`config.mk`:
```
export PLATFORM = sky130hd
export DESIGN_NAME = secpriv_resolver
export DESIGN_NICKNAME = d
export VERILOG_FILES = /design/src/rtl/secpriv_pkg.sv /design/src/rtl/secpriv_decode.sv /design/src/rtl/secpriv_slice.sv /design/src/rtl/secpriv_resolver.sv
export SDC_FILE = /design/constraint.sdc
export NUM_CORES = 1
export LEC_CHECK = 0
export BUFFER_PORTS_ARGS = -buffer_cell sky130_fd_sc_hd__buf_4
export CORE_AREA = 2 2 217 219
export DETAILED_ROUTE_END_ITERATION = 10
export DIE_AREA = 0 0 219 221
export PLACE_DENSITY = 0.49
export SKIP_CTS_REPAIR_TIMING = 1
export SYNTH_ARGS = -nofsm -noshare
export SYNTH_HDL_FRONTEND = slang
export SYNTH_HIERARCHICAL = 1
export SYNTH_SLANG_ARGS = --single-unit
```
`constraint.sdc`:
```
create_clock -name clk -period 2.54 [get_ports clk]
set_input_delay 0 -clock clk [delete_from_list [all_inputs] [get_ports clk]]
set_output_delay 0 -clock clk [all_outputs]
set_load 0.03 [all_outputs]
```
`src/rtl/secpriv_pkg.sv`:
```
package secpriv_pkg;

   typedef enum logic [1:0] {
      KIND_INT  = 2'd0,
      KIND_APBX = 2'd1,
      KIND_AHBX = 2'd2
   } ppc_kind_e;

   // Kind of a flat slot: two internal controllers, then APB, then AHB expansion.
   function automatic ppc_kind_e slot_kind(input int slot, input int nexp);
      if (slot < 2)             return KIND_INT;
      else if (slot < 2 + nexp) return KIND_APBX;
      else                      return KIND_AHBX;
   endfunction

   // Implemented port count of a slot.
   function automatic int slot_ports(input int slot, input int nexp,
                                     input int p0, input int p1, input int pe);
      if (slot == 0)      return p0;
      else if (slot == 1) return p1;
      else                return (slot < 2 + 2 * nexp) ? pe : 0;
   endfunction

endpackage

```
`src/rtl/secpriv_decode.sv`:
```
module secpriv_decode #(
   parameter int AW       = 12,
   parameter int NEXP     = 4,
   parameter int GRP_AHBX = 2,
   parameter int GRP_INT  = 3,
   parameter int GRP_APBX = 4,
   parameter int NSLOT    = 2 + 2 * NEXP
) (
   input  logic             clk,
   input  logic             rst_n,
   input  logic [AW-1:0]    addr,
   output logic [NSLOT-1:0] sel,
   output logic             hit
);
   localparam int GW = AW - 4;

   logic [1:0]    idx;
   logic [GW-1:0] grp;
   wire           unused_lo = ^addr[1:0];

   assign idx = addr[3:2];
   assign grp = addr[AW-1:4];

   initial begin
      if (NEXP < 1 || NEXP > 4)
         $error("secpriv_decode: NEXP must be 1..4");
      if (GRP_AHBX == GRP_INT || GRP_AHBX == GRP_APBX || GRP_INT == GRP_APBX)
         $error("secpriv_decode: group bases must differ");
      if (NSLOT != 2 + 2 * NEXP)
         $error("secpriv_decode: NSLOT mismatch");
   end

   always_comb begin
      sel = '0;
      if (grp == GW'(GRP_INT) && int'(idx) < 2)
         sel[int'(idx)] = 1'b1;
      if (grp == GW'(GRP_APBX) && int'(idx) < NEXP)
         sel[2 + int'(idx)] = 1'b1;
      if (grp == GW'(GRP_AHBX) && int'(idx) < NEXP)
         sel[2 + NEXP + int'(idx)] = 1'b1;
   end

   assign hit = |sel;

   // an address never selects more than one controller
   a_r6_single_select: assert property (@(posedge clk) disable iff (!rst_n)
      $onehot0(sel));

endmodule

```
`src/rtl/secpriv_slice.sv`:
```
module secpriv_slice #(
   parameter int PW    = 16,
   parameter int PORTS = 16
) (
   input  logic          clk,
   input  logic          rst_n,
   input  logic          wr_sel,
   input  logic [PW-1:0] wdata,
   input  logic [PW-1:0] ns_in,
   input  logic [PW-1:0] sp_in,
   output logic [PW-1:0] nsp_q,
   output logic [PW-1:0] ap_q
);
   localparam logic [PW-1:0] KEEP = {PW{1'b1}} >> (PW - PORTS);

   logic [PW-1:0] ap_next;

   initial begin
      if (PORTS < 1 || PORTS > PW)
         $error("secpriv_slice: PORTS must be 1..PW");
   end

   always_ff @(posedge clk or negedge rst_n) begin
      if (!rst_n)      nsp_q <= '0;
      else if (wr_sel) nsp_q <= wdata & KEEP;
   end

   for (genvar b = 0; b < PW; b++) begin : g_port
      if (b < PORTS) begin : g_live
         assign ap_next[b] = ns_in[b] ? nsp_q[b] : sp_in[b];
      end else begin : g_tied
         assign ap_next[b] = 1'b0;
      end
   end

   always_ff @(posedge clk or negedge rst_n) begin
      if (!rst_n) ap_q <= '0;
      else        ap_q <= ap_next;
   end

   // a write stores only the implemented bits of the data
   a_r2_write_trim: assert property (@(posedge clk) disable iff (!rst_n)
      wr_sel |=> nsp_q == ($past(wdata) & KEEP));
   // the stored mask only moves on a selected write
   a_r7_hold_unselected: assert property (@(posedge clk) disable iff (!rst_n)
      !wr_sel |=> $stable(nsp_q));
   // unimplemented ports stay zero
   a_r3_upper_zero: assert property (@(posedge clk) disable iff (!rst_n)
      (ap_q & ~KEEP) == '0);
   // leaving reset the mask is clear
   a_r4_reset_clear: assert property (@(posedge clk) disable iff (!rst_n)
      $rose(rst_n) |-> (nsp_q == '0 && ap_q == '0));
   // where a port is non-secure and both source bits agree, output follows them
   a_r1_agree: assert property (@(posedge clk) disable iff (!rst_n)
      ((nsp_q & KEEP) == (sp_in & KEEP)) |=> ((ap_q & KEEP) == ($past(nsp_q) & KEEP)));

endmodule

```
`src/rtl/secpriv_resolver.sv`:
```
module secpriv_resolver #(
   parameter int AW         = 12,
   parameter int DW         = 32,
   parameter int PW         = 16,
   parameter int NEXP       = 4,
   parameter int INT0_PORTS = 3,
   parameter int INT1_PORTS = 1,
   parameter int EXP_PORTS  = 16,
   parameter int GRP_AHBX   = 2,
   parameter int GRP_INT    = 3,
   parameter int GRP_APBX   = 4,
   localparam int NSLOT     = 2 + 2 * NEXP,
   localparam int VW        = NSLOT * PW
) (
   input  logic          clk,
   input  logic          rst_n,
   input  logic          bus_wr,
   input  logic [AW-1:0] bus_addr,
   input  logic [DW-1:0] bus_wdata,
   output logic [DW-1:0] bus_rdata,
   input  logic [VW-1:0] ns_mask_i,
   input  logic [VW-1:0] sp_mask_i,
   output logic [VW-1:0] ap_o
);
   import secpriv_pkg::*;

   logic [NSLOT-1:0] sel;
   logic             hit;
   logic [PW-1:0]    nsp_all [NSLOT];
   wire              unused_hi = ^bus_wdata[DW-1:PW];

   initial begin
      if (PW > DW - 1)
         $error("secpriv_resolver: PW must be below DW");
      if (AW < 8)
         $error("secpriv_resolver: AW too small for the map");
   end

   secpriv_decode #(
      .AW(AW), .NEXP(NEXP), .GRP_AHBX(GRP_AHBX), .GRP_INT(GRP_INT),
      .GRP_APBX(GRP_APBX), .NSLOT(NSLOT)
   ) u_decode (
      .clk  (clk),
      .rst_n(rst_n),
      .addr (bus_addr),
      .sel  (sel),
      .hit  (hit)
   );

   for (genvar k = 0; k < NSLOT; k++) begin : g_slot
      localparam int PORTS = slot_ports(k, NEXP, INT0_PORTS, INT1_PORTS, EXP_PORTS);
      secpriv_slice #(.PW(PW), .PORTS(PORTS)) u_slice (
         .clk   (clk),
         .rst_n (rst_n),
         .wr_sel(bus_wr & sel[k]),
         .wdata (bus_wdata[PW-1:0]),
         .ns_in (ns_mask_i[k*PW +: PW]),
         .sp_in (sp_mask_i[k*PW +: PW]),
         .nsp_q (nsp_all[k]),
         .ap_q  (ap_o[k*PW +: PW])
      );
   end

   always_comb begin
      bus_rdata = '0;
      for (int k = 0; k < NSLOT; k++)
         if (sel[k]) bus_rdata = DW'(nsp_all[k]);
   end

   // a write that misses the map leaves every stored mask alone
   a_r7_miss_no_write: assert property (@(posedge clk) disable iff (!rst_n)
      (bus_wr && !hit) |=> ($stable(nsp_all[0]) && $stable(nsp_all[1])
                            && $stable(nsp_all[NSLOT-1])));
   // an unmapped read returns zero
   a_r7_miss_reads_zero: assert property (@(posedge clk) disable iff (!rst_n)
      !hit |-> bus_rdata == '0);

endmodule

```
# Word level (Yosys, flattened, before mapping)

Cells that the tools add are included.

Add/subtract/negate cells: 2
$lt $le $gt $ge: 7
Equality and inequality tests: 3
Muxes and demuxes: 151
Bitwise operators: 12
Reduce and logical (&&, ||, !) cells: 4

Operators by type and width:

| cell                                                                | number |
|---|---|
| two-way mux 32 bit                                                  | 9 |
| two-way mux 1 bit                                                   | 135 |
| greater-or-equal comparator 32 x 1 -> 1 bit (second input constant) | 2 |
| less-than comparator 32 x 6 -> 1 bit (second input constant)        | 2 |
| two-way mux 10 bit                                                  | 2 |
| OR 10 bit                                                           | 2 |
| == test 8 x 2 -> 1 bit (second input constant)                      | 2 |
| bitwise AND 1 bit                                                   | 10 |
| demux 1 bit (select 4 bit)                                          | 2 |
| == test 8 x 3 -> 1 bit (second input constant)                      | 1 |
| less-than comparator 2 x 5 -> 1 bit (second input constant)         | 1 |
| adder 3 x 2 -> 4 bit (first input constant)                         | 1 |
| logical AND 1 bit                                                   | 4 |
| two-way mux 4 bit                                                   | 1 |
| adder 2 x 2 -> 3 bit (first input constant)                         | 1 |
| two-way mux 3 bit                                                   | 1 |
| demux 1 bit (select 2 bit)                                          | 1 |
| greater-or-equal comparator 2 x 1 -> 1 bit (second input constant)  | 1 |
| less-than comparator 2 bit (second input constant)                  | 1 |

Register bits: 264
Input bits: 367
Output and inout bits: 192
Word-level logic and storage cells: 199

# Depth between registers and ports, before layout

Gate-level depths: netlist of run 1.

Word-level depth: 19
Gate-level depth with buffers: 10
Gate-level depth less buffers: 7

# Cells and area by module

The synthesis of run 1 kept the hierarchy.

By module, submodules not included:

| module                                | instances | cells each | area an instance (um^2) | seq. area each (um^2) |
|---|---|---|---|---|
| secpriv_slice (g_slot[2].u_slice ...) | 8         | 66         | 1229.9                  | 800.8 |
| secpriv_resolver                      | 1         | 341        | 2117.0                  | 0.0 |
| secpriv_slice (g_slot[0].u_slice)     | 1         | 39         | 416.6                   | 150.1 |
| secpriv_slice (g_slot[1].u_slice)     | 1         | 35         | 305.3                   | 50.0 |
| secpriv_decode                        | 1         | 26         | 138.9                   | 0.0 |

# Worst setup path after synthesis of run 1

OpenSTA, ideal clock, no wires.

Kind: input port to flip-flop
Start: in bus_addr[11]
End: reg g_slot[7].u_slice.nsp_q[10]
Arrival time: 1.858 ns
Required time: 2.415 ns
Slack: 0.557 ns
Stages: 9
Cell sequence: nor3_4 nand4b_2 nor2_1 buf_2 buf_1 and2_1 buf_6 buf_12 mux2_4

Word-level cells in the longest chain between the ends: 5
Elaborated cells between the ends (all ways): 6
Those cells by class: 2 x eq/ne; 2 x mux; 2 x bitwise

Ends and longest elaborated chain:

| element                | line                   | text |
|---|---|---|
| start: declaration     | secpriv_resolver.sv:18 | `input logic [AW-1:0] bus_addr,` |
| == test 8 x 3 -> 1 bit | secpriv_decode.sv:37   | `if (grp == GW'(GRP_APBX) && int'(idx) < NEXP)` |
| two-way mux 10 bit     | secpriv_decode.sv:37   |  |
| OR 10 bit (no line)    | --                     |  |
| two-way mux 10 bit *   | secpriv_decode.sv:39   | `if (grp == GW'(GRP_AHBX) && int'(idx) < NEXP)` |
| via sel[7]             | secpriv_resolver.sv:27 | `logic [NSLOT-1:0] sel;` |
| bitwise AND 1 bit *    | secpriv_resolver.sv:55 | `.wr_sel(bus_wr & sel[k]),` |
| end signal: assignment | secpriv_slice.sv:25    | `else if (wr_sel) nsp_q <= wdata & KEEP;` |
| end: declaration       | secpriv_slice.sv:11    | `output logic [PW-1:0] nsp_q,` |

Mark *: on every way through the listed nets, which the timed path passes. The rest lies on a longest branch.
A chain may end at the register's enable or synchronous reset.

# Worst setup path after layout of run 1

Start: in bus_addr[9]
End: out bus_rdata[2]

Word-level cells in the longest chain between the ends: 17
Elaborated cells between the ends (all ways): 19
Those cells by class: 3 x eq/ne; 13 x mux; 2 x bitwise; 1 x reduce/logical

Ends and longest elaborated chain:

| element                           | line                   | text |
|---|---|---|
| == test 8 x 2 -> 1 bit            | secpriv_decode.sv:35   | `if (grp == GW'(GRP_INT) && int'(idx) < 2)` |
| logical AND 1 bit                 | secpriv_decode.sv:35   |  |
| two-way mux 4 bit                 | secpriv_decode.sv:35   |  |
| OR 10 bit (no line)               | --                     |  |
| two-way mux 10 bit                | secpriv_decode.sv:37   |  |
| OR 10 bit (no line)               | --                     |  |
| two-way mux 10 bit *              | secpriv_decode.sv:39   |  |
| via sel[0]                        | secpriv_resolver.sv:27 |  |
| two-way mux 3 bit *               | secpriv_resolver.sv:67 | `if (sel[k]) bus_rdata = DW'(nsp_all[k]);` |
| two-way mux 32 bit * (9 in a row) | secpriv_resolver.sv:67 |  |
| end: declaration                  | secpriv_resolver.sv:20 | `output logic [DW-1:0] bus_rdata,` |

Marked as above.

==> metrics.cfg, run 1 <==
[critical_path]
startpoint_type = input port
cp-end-kind = output pin
critPathArrivalTime_ps = 2320
crit_fanout = 14
critPathRequiredTime_ps = 2540
critPathKind = in2out

[layout]
fillers = 4253
fin_cells = 2337
multi_input_area_sq_um = 5370
area_growth_pct = 60.73
regArea_sq_um = 6606
fin_nets = 2069
drive_gt1_share_pct = 48.29

[outcome]
status = complete, no violations

[clock_network]
cts-root-buf = clkbuf_16
cts_inserted_buffers = 36
cts_tree = built
clock_latency_ps = 540
cts_max_path_buffers = 3
numClockSinks = 264
clk_pin_slew_ps = 50
htreeDepth = 2

[detailed_routing]
dr.pass1.iters = 4
antenna_left = 0
wl_met3_um = 2750
routed_wl_um = 43610
viasPerCell = 4.352
vias = 10170
drtIter0Drc = 332
wl_per_cell_um = 18.66
drc = 0
dr.max_layer_used = met5
dr_wl_met2_um = 22680
met1Wirelength_um = 17200

[timing]
finalCriticalPeriod_ps = 2318
drv_slew = 0
maxSlewHeadroom_pct = 50.43
setup_violations = 0
hold_viol = 0
fin_skew_ps = 16.90
worstMarginPinSlew_ps = 740.1
max_freq_mhz = 431.3
fin_crit_sh_pct = 91.27

[yosys]
syn_area_sq_um = 12800
synthCells = 965
syn_area_per_cell_sq_um = 13.27
ys_warn_count = 6

[grt]
grt_overflow = 0
grt_pass1_wl_um = 59260
antenna_found_initial = 3
grtUsageTotal_pct = 16.47
grt_max_degree = 80
grt_pass1_vias = 9589

[floorplanning]
die_w_um = 219
core_area_sq_um = 46060
ios = 559
row_count = 79
die-area_sq_um = 48400
die_h_um = 221
start_util_pct = 27.79

[power_and_ir_drop]
p_leak_uw = 0.01003
ir_drop_v = 0.0004706
power_density_nw_per_um2 = 537.4
p_total_uw = 11060

[run]
drv_cap = 0

[placement]
globalplace.congestion = 0.7628
io_buffers = 440
place_inst = 1989
place_hpwl_um = 30540

[hold_path]
hp-class = in2async

## registers in the layout, summed over array words and instances, names as in the netlist
name                  cells
g_slot.u_slice/ap_q     132
g_slot.u_slice/nsp_q    132
## stage by stage
step	utilization (%)	instance area [sq um]	hold slack, ps	worst slack [ps]	TNS (ps)
detailed placement	35.95	16560	-7.416	170.3	0
global route	44.66	20570	68.45	-0.06151	-0.06151
finish	44.67	20570	22.07	221.7	0
CTS	38.53	17750	-595.6	167.8	0
global placement	35.95	16560	-6.988	228.3	0
floorplan	-	13060	-295.6	577.4	0
## area by class of cell
class	instances	area share, %
Inverter	48	0.8757
Tap cell	607	3.691
Antenna cell	1	0.01216
Clock buffer	52	5.163
Clock inverter	13	0.6203
Timing Repair Buffer	753	31.43
Sequential cell	264	32.11
Multi-Input combinational cell	599	26.10
## worst paths after layout
path / startpoint / slack [ps] / endpoint / cells past startpoint
worst max-delay path: bus_addr[9] / 220 / bus_rdata[2] / 9
worst max register to register: g_slot[6].u_slice/nsp_q[4] / 1070 / g_slot[6].u_slice/ap_q[4] / 2
min in group clk: ns_mask_i[109] / 230 / g_slot[6].u_slice/ap_q[13] / 3
max in group asynchronous: rst_n / 1640 / g_slot[3].u_slice/ap_q[2] / 3
worst min register to register: g_slot[6].u_slice/nsp_q[13] / 540 / g_slot[6].u_slice/nsp_q[13] / 1
worst min-delay path: rst_n / 20 / g_slot[2].u_slice/nsp_q[7] / 2
## power breakdown
group / switching [uW] / internal, uW
logic: 702 / 876
registers: 69.9 / 4350
clock network: 1950 / 3110
total: 2720 / 8330
## cells in the final DEF (no fill, tap or decap), drive strengths merged
master	count
a221oi	32
dlygate4sd3	282
nand4b	2
clkbuf	52
nand3	1
nand3b	16
nand2b	1
o21ai	34
nor2	29
inv	50
clkinv	7
nor3	1
clkinvlp	2
nand4	1
nor2b	18
buf	471
and2	10
mux2	264
bufinv	2
nand2	37
a221o	29
conb	72
a21oi	51
dfrtp	264
or2	1
diode	1
## critical path, stage by stage
cell      delay, ps
buf_4           110
nor2_2          280
nand3_1         290
nor2_1          190
nor2b_2         640
a221o_1         260
a221oi_1        130
a21oi_1         220
buf_4           200
## layer usage
metal | global-route usage (%) | vias to the layer above
met4 | 4.817 | 4
met2 | 29.35 | 350
met1 | 19.01 | 5006
li1 | - | 4755
met3 | 4.687 | 55
met5 | 0 | -
Power figures use the tool's default switching activity.
==> run 2: changes to the inputs <==
--- a/config.mk
+++ b/config.mk
@@ -6,10 +6,10 @@
 export NUM_CORES = 1
 export LEC_CHECK = 0
 export BUFFER_PORTS_ARGS = -buffer_cell sky130_fd_sc_hd__buf_4
-export CORE_AREA = 2 2 217 219
+export CORE_AREA = 2 2 214 216
 export DETAILED_ROUTE_END_ITERATION = 10
-export DIE_AREA = 0 0 219 221
-export PLACE_DENSITY = 0.49
+export DIE_AREA = 0 0 216 218
+export PLACE_DENSITY = 0.5
 export SKIP_CTS_REPAIR_TIMING = 1
 export SYNTH_ARGS = -nofsm -noshare
 export SYNTH_HDL_FRONTEND = slang
==> metrics.cfg, run 2 (same netlist as run 1, synthesis figures left out) <==
[clock_network]
numClockSinks = 264  ; unchanged
cts_tree = built
cts_inserted_buffers = 34  ; -5.6%
cts-root-buf = clkbuf_16
clock_latency_ps = 540  ; about the same
cts_max_path_buffers = 3  ; unchanged
clk_pin_slew_ps = 50  ; about the same
htreeDepth = 2  ; unchanged

[critical_path]
critPathKind = in2out
critPathRequiredTime_ps = 2540  ; about the same
startpoint_type = input port
crit_chain = buf_4 > nor2_2 > nand4b_1 > nor2_4 > buf_4 > nand3b_1 > a21oi_1 > a221oi_1 > buf_4 > a21oi_1 > buf_4
cp-end-kind = output pin
crit_fanout = 18  ; +4
cp_slowest_cell = nor2_4
rrSetupSlack_ps = 1030  ; -40 ps
crit_path_frequent_cell = buf_4
cp_slowest_stage_delay_ps = 440  ; -200 ps
critPathArrivalTime_ps = 2200  ; -120 ps

[detailed_routing]
vias = 10220  ; +0.49%
viasPerCell = 4.390  ; +0.88%
wl_per_cell_um = 18.73  ; +0.38%
routed_wl_um = 43600  ; about the same
antenna_left = 0  ; unchanged
drc = 0  ; unchanged
drtIter0Drc = 507  ; +53%
dr.pass1.iters = 5  ; +1

[floorplanning]
ios = 559  ; unchanged
start_util_pct = 28.51  ; +0.72 points
die_w_um = 216  ; -1.4%
die_h_um = 218  ; -1.4%
die-area_sq_um = 47090  ; -2.7%
core_area_sq_um = 44890  ; -2.5%
row_count = 78  ; -1.3%

[grt]
grt_busiest_layer = met2
grt_max_degree = 73  ; -8.8%
antenna_found_initial = 0  ; -3
grt.met1_usage_pct = 19.56  ; +0.55 points
grt_overflow = 0  ; unchanged
use_met3_pct = 4.700  ; +0.013 points
grt_pass1_vias = 9608  ; +0.20%
grt.met2_usage_pct = 30.00  ; +0.65 points
grt_pass1_wl_um = 59220  ; about the same
grtUsageTotal_pct = 16.78  ; +0.31 points

[timing]
setup_violations = 0  ; unchanged
max_freq_mhz = 454.0  ; +5.2%
fin_skew_ps = 16.75  ; -0.1583 ps
drv_slew = 0  ; unchanged
finalCriticalPeriod_ps = 2203  ; -115.5 ps
setup_tns_ps = 0  ; unchanged
worstMarginPinSlew_ps = 783.8  ; +43.64 ps
fin_crit_sh_pct = 86.72  ; -4.5 points
maxSlewHeadroom_pct = 47.51  ; -2.9 points
hold_viol = 0  ; unchanged
rsz0062_at_grt = no

[outcome]
status = complete, no violations

[run]
drv_cap = 0  ; unchanged

[placement]
globalplace.congestion = 0.7906  ; +3.6%
io_buffers = 440  ; unchanged
place_hpwl_um = 30190  ; -1.2%
place_area_sq_um = 16590  ; +0.16%

[layout]
most-common-layout-cells = 464 x buf_4, 282 x dlygate4sd3_1, 264 x dfrtp_1
top_regs = g_slot.u_slice/ap_q x132, g_slot.u_slice/nsp_q x132
fin_nets = 2070  ; +0.048%
area_growth_pct = 60.38
fillers = 4165  ; -2.1%
final_common_cell = buf_4
drive_gt1_share_pct = 48.29  ; about the same
final_cell_area_sq_um = 20530  ; -0.21%

[power_and_ir_drop]
ir_drop_v = 0.0004817  ; +2.4%
p_leak_uw = 0.01002  ; -0.10%
power_density_nw_per_um2 = 530.7  ; -1.3%
p_total_uw = 10890  ; -1.5%

[hold_path]
hp-class = in2async

run 2: worst paths after layout:
kind | from | end | depth (start not counted)
setup / recovery | bus_addr[9] | bus_rdata[3] | 11
max in group asynchronous | rst_n | g_slot[8].u_slice/ap_q[1] | 3
setup reg to reg | g_slot[5].u_slice/nsp_q[5] | g_slot[5].u_slice/ap_q[5] | 2
min in group clk | ns_mask_i[65] | g_slot[4].u_slice/ap_q[1] | 3
hold reg to reg | g_slot[2].u_slice/nsp_q[15] | g_slot[2].u_slice/nsp_q[15] | 1
hold / removal | rst_n | g_slot[4].u_slice/ap_q[8] | 2
run 2: worst max-delay path: cells and delay by family:
kind,cells,cell delay [ps]
AND/OR/NAND/NOR,4,1100
buffers and inverters,4,700
AO/OA/AOI/OAI,3,370
run 2: final cells by class:
class / instances / area [sq um] / area share, %
tap: 600 / 750.7 / 3.657
clock inverter: 14 / 152.6 / 0.7435
antenna: 1 / 2.502 / 0.01219
timing repair buffer: 756 / 6501 / 31.67
inverter: 48 / 180.2 / 0.8776
clock buffer: 46 / 967.2 / 4.711
multi-input combinational: 599 / 5370 / 26.16
sequential: 264 / 6606 / 32.18
run 2: metal layers:
layer / vias to the layer above / wire length, um
li1: 4757 / -
met1: 5046 / 17420
met2: 365 / 22860
met3: 52 / 2536
met4: 0 / 792
met5: - / 0
run 2: per-stage QoR:
stage	util, %	std cells	hold WS [ps]	setup WS, ps
floorplan	-	1034	-295.6	577.4
global placement	36.95	1985	40.41	365.4
detailed placement	36.95	1985	38.54	331.9
CTS	39.44	2045	-540.4	322.4
global route	45.73	2327	99.27	177.6
finish	45.73	2328	61.27	337.2
run 2: report_power, final:
group | internal (uW) | switching, uW | total, uW
Clock | 2980 | 1920 | 4890
Combinational | 881 | 708 | 1590
Sequential | 4340 | 69.5 | 4410
